[src/rtl/baud_tick_pkg.sv]
package baud_tick_pkg;
  localparam int FRAC_W   = 4;
  localparam int CORR_W   = 8;
  localparam int FRAC_LSB = 4;
  typedef logic [FRAC_W-1:0] frac_t;
endpackage

[src/rtl/baud_cfg_hold.sv]
module baud_cfg_hold
  import baud_tick_pkg::*;
#(
  parameter int DIV_W           = 12,
  parameter bit ZERO_IS_ILLEGAL = 1'b0
) (
  input  logic              clk_i,
  input  logic              rst_i,
  input  logic              run_i,
  input  logic              load_i,
  input  logic [DIV_W-1:0]  div_i,
  input  logic [CORR_W-1:0] corr_i,
  output logic [DIV_W-1:0]  div_q_o,
  output frac_t             frac_q_o,
  output logic              bad_o
);
  logic take;
  logic unused_low;

  // capture while idle, at a period boundary, or while an illegal value is held
  assign take       = !run_i || load_i || bad_o;
  assign unused_low = ^corr_i[FRAC_LSB-1:0];

  always_ff @(posedge clk_i) begin
    if (rst_i) begin
      div_q_o  <= '0;
      frac_q_o <= '0;
    end else if (take) begin
      div_q_o  <= div_i;
      frac_q_o <= corr_i[FRAC_LSB +: FRAC_W];
    end
  end

  generate
    if (ZERO_IS_ILLEGAL) begin : g_zero_bad
      assign bad_o = (div_q_o == '0);
    end else begin : g_zero_ok
      assign bad_o = 1'b0;
    end
  endgenerate

  AST_CFG_HELD_MIDPERIOD: assert property (@(posedge clk_i) disable iff (rst_i)
    (run_i && !load_i && !bad_o) |=> ($stable(div_q_o) && $stable(frac_q_o)));
endmodule

[src/rtl/baud_frac_acc.sv]
module baud_frac_acc
  import baud_tick_pkg::*;
(
  input  logic  clk_i,
  input  logic  rst_i,
  input  logic  clear_i,
  input  logic  step_i,
  input  frac_t frac_i,
  output logic  stretch_o
);
  frac_t             acc_q;
  logic [FRAC_W:0]   sum;

  assign sum = {1'b0, acc_q} + {1'b0, frac_i};

  always_ff @(posedge clk_i) begin
    if (rst_i || clear_i) begin
      acc_q     <= '0;
      stretch_o <= 1'b0;
    end else if (step_i) begin
      acc_q     <= sum[FRAC_W-1:0];
      stretch_o <= sum[FRAC_W];
    end
  end

  AST_STRETCH_ONLY_AT_TICK: assert property (@(posedge clk_i) disable iff (rst_i)
    (!step_i && !clear_i) |=> $stable(stretch_o));
endmodule

[src/rtl/baud_period_cnt.sv]
module baud_period_cnt #(
  parameter int DIV_W = 12
) (
  input  logic             clk_i,
  input  logic             rst_i,
  input  logic             clear_i,
  input  logic [DIV_W-1:0] div_i,
  input  logic             stretch_i,
  output logic             wrap_o
);
  localparam int CNT_W = DIV_W + 1;

  logic [CNT_W-1:0] cnt_q;
  logic [CNT_W-1:0] limit;

  assign limit  = {1'b0, div_i} + {{DIV_W{1'b0}}, stretch_i};
  assign wrap_o = !clear_i && (cnt_q == limit);

  always_ff @(posedge clk_i) begin
    if (rst_i || clear_i) begin
      cnt_q <= '0;
    end else if (wrap_o) begin
      cnt_q <= '0;
    end else begin
      cnt_q <= cnt_q + 1'b1;
    end
  end

  AST_CNT_WITHIN_LIMIT: assert property (@(posedge clk_i) disable iff (rst_i)
    !clear_i |-> (cnt_q <= limit));
endmodule

[src/rtl/baud_tick_gen.sv]
module baud_tick_gen
  import baud_tick_pkg::*;
#(
  parameter int DIV_W           = 12,
  parameter bit ZERO_IS_ILLEGAL = 1'b0
) (
  input  logic              clk_i,
  input  logic              rst_i,
  input  logic              en_i,
  input  logic [DIV_W-1:0]  div_i,
  input  logic [CORR_W-1:0] corr_i,
  output logic              tick_o,
  output logic              err_o
);
  logic [DIV_W-1:0] div_q;
  frac_t            frac_q;
  logic             bad;
  logic             wrap;
  logic             stretch;
  logic             halt;

  assign halt = !en_i || bad;

  baud_cfg_hold #(
    .DIV_W          (DIV_W),
    .ZERO_IS_ILLEGAL(ZERO_IS_ILLEGAL)
  ) cfg_i (
    .clk_i   (clk_i),
    .rst_i   (rst_i),
    .run_i   (en_i),
    .load_i  (wrap),
    .div_i   (div_i),
    .corr_i  (corr_i),
    .div_q_o (div_q),
    .frac_q_o(frac_q),
    .bad_o   (bad)
  );

  baud_frac_acc acc_i (
    .clk_i    (clk_i),
    .rst_i    (rst_i),
    .clear_i  (halt),
    .step_i   (wrap),
    .frac_i   (frac_q),
    .stretch_o(stretch)
  );

  baud_period_cnt #(
    .DIV_W(DIV_W)
  ) cnt_i (
    .clk_i    (clk_i),
    .rst_i    (rst_i),
    .clear_i  (halt),
    .div_i    (div_q),
    .stretch_i(stretch),
    .wrap_o   (wrap)
  );

  always_ff @(posedge clk_i) begin
    if (rst_i) begin
      tick_o <= 1'b0;
      err_o  <= 1'b0;
    end else begin
      tick_o <= wrap;
      err_o  <= en_i && bad;
    end
  end

  AST_IDLE_QUIET: assert property (@(posedge clk_i) disable iff (rst_i)
    !en_i |=> (!tick_o && !err_o));
  AST_ERR_BLOCKS_TICK: assert property (@(posedge clk_i) disable iff (rst_i)
    err_o |-> !tick_o);
endmodule

[config.mk]
export PLATFORM = sky130hd
export DESIGN_NAME = baud_tick_gen
export DESIGN_NICKNAME = d
export VERILOG_FILES = /design/src/rtl/baud_tick_pkg.sv /design/src/rtl/baud_cfg_hold.sv /design/src/rtl/baud_frac_acc.sv /design/src/rtl/baud_period_cnt.sv /design/src/rtl/baud_tick_gen.sv
export SDC_FILE = /design/constraint.sdc
export NUM_CORES = 1
export LEC_CHECK = 0
export ABC_AREA = 0
export BUFFER_PORTS_ARGS = -buffer_cell sky130_fd_sc_hd__clkbuf_2
export CAP_MARGIN = 20
export CORE_ASPECT_RATIO = 0.5
export CORE_UTILIZATION = 36
export DETAILED_ROUTE_END_ITERATION = 8
export SYNTH_ARGS = -nofsm -noshare
export SYNTH_HDL_FRONTEND = slang
export SYNTH_SLANG_ARGS = --single-unit
[constraint.sdc]
create_clock -name clk_i -period 2.07 [get_ports clk_i]
set_input_delay 0.5175 -clock clk_i [delete_from_list [all_inputs] [get_ports clk_i]]
set_output_delay 0.5175 -clock clk_i [all_outputs]
set_load 0.005 [all_outputs]
* After elaboration in Yosys (flattened, before gate mapping)
Cells that the tools add are included.
** Word-level totals
- Word-level logic and storage cells :: 15
- Flip-flop bits (word level) :: 35
- Output and inout bits :: 2
- Bits of input ports :: 23
** Operators by class
- $add $sub $neg :: 3
- Reductions and logical operators :: 5
- Eq/ne operators :: 1
** Operators by type and width (count)
- $add A12 B1 Y13 :: 1
- $add A13 B1 Y13 const B :: 1
- $eq A13 B13 Y1 :: 1
- $add A4 B4 Y5 :: 1
- $logic_or A1 B1 Y1 :: 2
- $reduce_or A2 Y1 :: 1
- $logic_and A1 B1 Y1 :: 1
- $logic_not A1 Y1 :: 1

* Longest topological paths before layout
- Word-level depth :: 4
- Gate-level depth with buffers :: 10
- Gate-level depth less buffers :: 8

* Modules after synthesis
A second synthesis with hierarchy kept.
** Unflattened totals
- Cells, all modules :: 241
- Area, all modules :: 2230.9 um^2
** Modules (own cells, without submodules)
- baud_period_cnt :: cells an instance 128, sequential area each 260.2 um^2, times used 1, area an instance 1057.3 um^2
- baud_cfg_hold :: cells an instance 73, sequential area each 320.3 um^2, times used 1, area an instance 779.5 um^2
- baud_frac_acc :: cells an instance 35, sequential area each 100.1 um^2, times used 1, area an instance 332.8 um^2
- baud_tick_gen :: cells an instance 5, sequential area each 40.0 um^2, times used 1, area an instance 61.3 um^2

* Least setup slack after synthesis
No wires, ideal clock.
- Path type :: reg-to-reg
- Start point :: register cfg_i.div_q_o[0]
- End point :: register acc_i.acc_q[0]
- Path buffers :: 2
- Required time :: 1.998 ns
- Data arrival time :: 2.170 ns
- Stages on the path, launching flop included :: 11
- Clock period less this slack :: 2.241 ns
- Setup slack :: -0.171 ns
- Setup time :: 0.072 ns
- Path through :: dfxtp_1 ha_1 ha_1 and2_1 nand2_1 a2111oi_0 o2111a_1 buf_2 and4_1 buf_4 mux2i_1
** Between the ends
- Word-level cells in the longest chain between the ends :: 3
** RTL lines
- start, declared :: line baud_cfg_hold.sv:13 : output logic [DIV_W-1:0] div_q_o,
- start signal, assigned :: line baud_cfg_hold.sv:29 : div_q_o <= div_i;
- $add A12 B1 Y13 :: line baud_period_cnt.sv:16 : assign limit = {1'b0, div_i} + {{DIV_W{1'b0}}, stretch_i};
- $eq A13 B13 Y1 :: line baud_period_cnt.sv:17 : assign wrap_o = !clear_i && (cnt_q == limit);
- $logic_and A1 B1 Y1 :: line baud_period_cnt.sv:17
- end signal, assigned :: line baud_frac_acc.sv:21 : acc_q <= sum[FRAC_W-1:0];
- end, declared :: line baud_frac_acc.sv:11 : frac_t acc_q;
No other way between the ends.
A chain may end at the register's enable or synchronous reset.

* Worst setup path after layout
- Start point :: register acc_i.stretch_o
- End point :: register acc_i.acc_q[1]
** Between the ends
- Word-level cells in the longest chain between the ends :: 3
** RTL lines
- start, declared :: line baud_frac_acc.sv:9 : output logic stretch_o
- start signal, assigned :: line baud_frac_acc.sv:22 : stretch_o <= sum[FRAC_W];
- $add A12 B1 Y13 :: line baud_period_cnt.sv:16
- $eq A13 B13 Y1 :: line baud_period_cnt.sv:17
- $logic_and A1 B1 Y1 :: line baud_period_cnt.sv:17
No other way between the ends.

==> flow_summary.ini <==
[yosys]
ys_ff_latch = 35
ys_seq_area_frac = 0.323
avgSynthCellArea_um2 = 8.13
syn-num-nets = 298
synth_ff_type = dfxtp_1
synth_area_um2 = 2170
async_flop_share = 0
yosysWarnings = 0
ys_types = 38
yosysTopAreaCellShare = 0.323
synth_edf_count = 0
yosys.area.top_type = dfxtp_1
postSynthCellCount = 267
ys_top_cells_by_area = dfxtp_1, o221ai_1, nand2b_1

[setup_path]
critical_path_required_ns = 2.28
max_stage_delay_ns = 0.33
rr_worst_depth = 9
critPathKind = flop to flop
crit_buf_inv = 1
crit_family = simple AND/OR/NAND/NOR gates
arrival_ns = 2.34
cpMostUsedCell = ha_4
crit_slowest_cell = dfxtp_2
startpoint_type = flop
critical_path.cell_chain = ha_4, ha_4, and2_4, a311oi_2, and3_1, o2111a_1, and4_4, buf_12, mux2i_1
crit_cells = 9
critPathMaxFanout = 17
endpoint_kind = flop

[floorplan]
dieHeight_um = 56.9
core.rowCount = 19
dieArea_um2 = 6360
die_w_um = 112
io_pins = 25
coreArea_um2 = 5630
start_util = 0.385

[finish]
post-route-util = 0.497
syn2layout_area_growth_pct = 29.1
drive_gt1_frac = 0.242
final_nets = 332
antenna_cells = 0
design_area_um2 = 2800

[drt]
dr_total_vias = 2100
drc = 0
detail_route.iter0.violations = 172
wire_per_inst_um = 16.1
route.final.wire_length_um = 6050
antenna_left = 0
firstDrtPassIters = 4
vias_per_cell = 5.60

[sta]
finalSetupViolCount = 22
timing.final.crit_share = 1.03
hold_viol = 0
grt_setup_unrepaired = true
max_freq_mhz = 469
finalWorstSetupSlack_ns = -0.0626
slew_viol_final = 0
tns_ns = -0.572
skew_ns = 0.00623
period_needed_ns = 2.13

[pwr]
total_power_w = 0.00214
vdd_drop_max_v = 0.000440
p_leak_nw = 1.07
p_per_area_nw_per_um2 = 763

[grt]
antenna_found_initial = 0
overflow = 0
grt_pass1_wl_um = 9830
grt_max_degree = 19
grt_pass1_vias = 2001
grt.total_usage = 0.201

[run]
max-cap-violations = 0

[hold_path]
hold_path_depth = 2
hold_path.class = flop to flop

[placed_design]
postPlaceCellArea_um2 = 2520
place.gp.congestion = 0.763
hpwl_um = 4040
preCtsSetupSlack_ns = -0.112
io_buffers = 19

[outcome]
status = finished with violations
violations = setup timing

[clocking]
cts_buffer_depth = 2
clk_pin_slew_ns = 0.06
clockRootBuffer = clkbuf_16
htreeDepth = 2
clk_latency_ns = 0.28
cts_tree = done
hold_buffers = 0
cts.sinks = 35
cts_inserted_buffers = 5
-- where the power goes --
part	internal (W)	switching, W
sequential	0.000711	0.0000370
clock	0.000690	0.000296
combinational	0.000179	0.000225
total	0.00158	0.000558
-- tightest hold or removal path, stage by stage, from the launching register on --
cell and delay (ns):
dfxtp_1 0.31, nand2_1 0.05, mux2i_1 0.05
-- timing repair --
item,4_1_cts,5_1_grt
buffers inserted,2,1
pin swaps,1,2
endpoints found under the setup margin,31,35
gates resized for setup,7,9
-- cell usage in the layout, fill, tap and decap left out, types with 5 or more instances in the layout --
cell       count
dfxtp_1       33
nor2_1         8
nand3_1        8
o21ai_0        6
inv_1          7
buf_4         21
xor2_1        12
clkbuf_16      5
nand2_1       30
a21oi_1       19
nor3_1        14
ha_1           5
clkbuf_2      19
nand2b_1      19
mux2i_1        5
and3_1         7
xnor2_1       10
nand4_1       19
o221ai_1      14
-- routing by layer --
metal,track usage,share of wire
met2,0.315,0.46
met3,0.0400,0.056
met4,0.0734,0.0094
met5,0,0
met1,0.275,0.47
-- sequential cells by signal, indices dropped and copies added, names as in the netlist --
signal / count
tick_o: 1
cfg_i.frac_q_o: 4
cnt_i.cnt_q: 13
acc_i.acc_q: 4
cfg_i.div_q_o: 12
acc_i.stretch_o: 1
-- cell usage after synthesis (all sizes together) (6+ instances only) --
| library cell | instances |
|---|---|
| nor3 | 14 |
| clkbuf | 11 |
| nor2 | 9 |
| o221ai | 16 |
| a21oi | 19 |
| buf | 6 |
| ha | 7 |
| and3 | 8 |
| mux2i | 6 |
| nand4 | 20 |
| xor2 | 12 |
| nand3 | 8 |
| xnor2 | 11 |
| nand2b | 19 |
| inv | 7 |
| dfxtp | 35 |
| o21ai | 9 |
| nand2 | 30 |
-- kinds of logic (layout without fill, tap and decap cells) --
kind of cell | Yosys count | after routing | share of synthesized area
compound gates | 56 | 56 | 0.183
flops | 35 | 35 | 0.323
simple gates | 114 | 114 | 0.275
mux | 6 | 6 | 0.0277
xor+xnor | 23 | 23 | 0.0928
buf+inv | 24 | 59 | 0.0478
other cells | 1 | 1 | 0.00173
fa+ha+maj | 8 | 8 | 0.0496
-- through the flow --
stage | cells | hold slack [ns]
5_1_grt | 375 | 0.504
6_report | 375 | 0.470
4_1_cts | 375 | 0.474
2_1_floorplan | 267 | 0.439
3_5_place_dp | 365 | 0.466
3_3_place_gp | 365 | 0.447
-- area by class of cell --
| type | instances | area [um^2] |
|---|---|---|
| clock inverter | 3 | 67.6 |
| multi-input combinational | 208 | 1470 |
| tap | 73 | 91.3 |
| inverter | 7 | 26.3 |
| sequential | 35 | 703 |
| clock buffer | 5 | 125 |
| fill | 544 | 2830 |
| timing repair buffer | 44 | 315 |
-- final timing paths --
| check | from | endpoint | slack (ns) |
|---|---|---|---|
| worst min-delay path | acc_i.acc_q[3] | acc_i.acc_q[3] | 0.47 |
| worst max-delay path | acc_i.stretch_o | acc_i.acc_q[1] | -0.06 |
| worst max register to register | acc_i.stretch_o | acc_i.acc_q[1] | -0.06 |
| worst min register to register | acc_i.acc_q[3] | acc_i.acc_q[3] | 0.47 |
No activity file was read; power rests on OpenSTA's default activity.
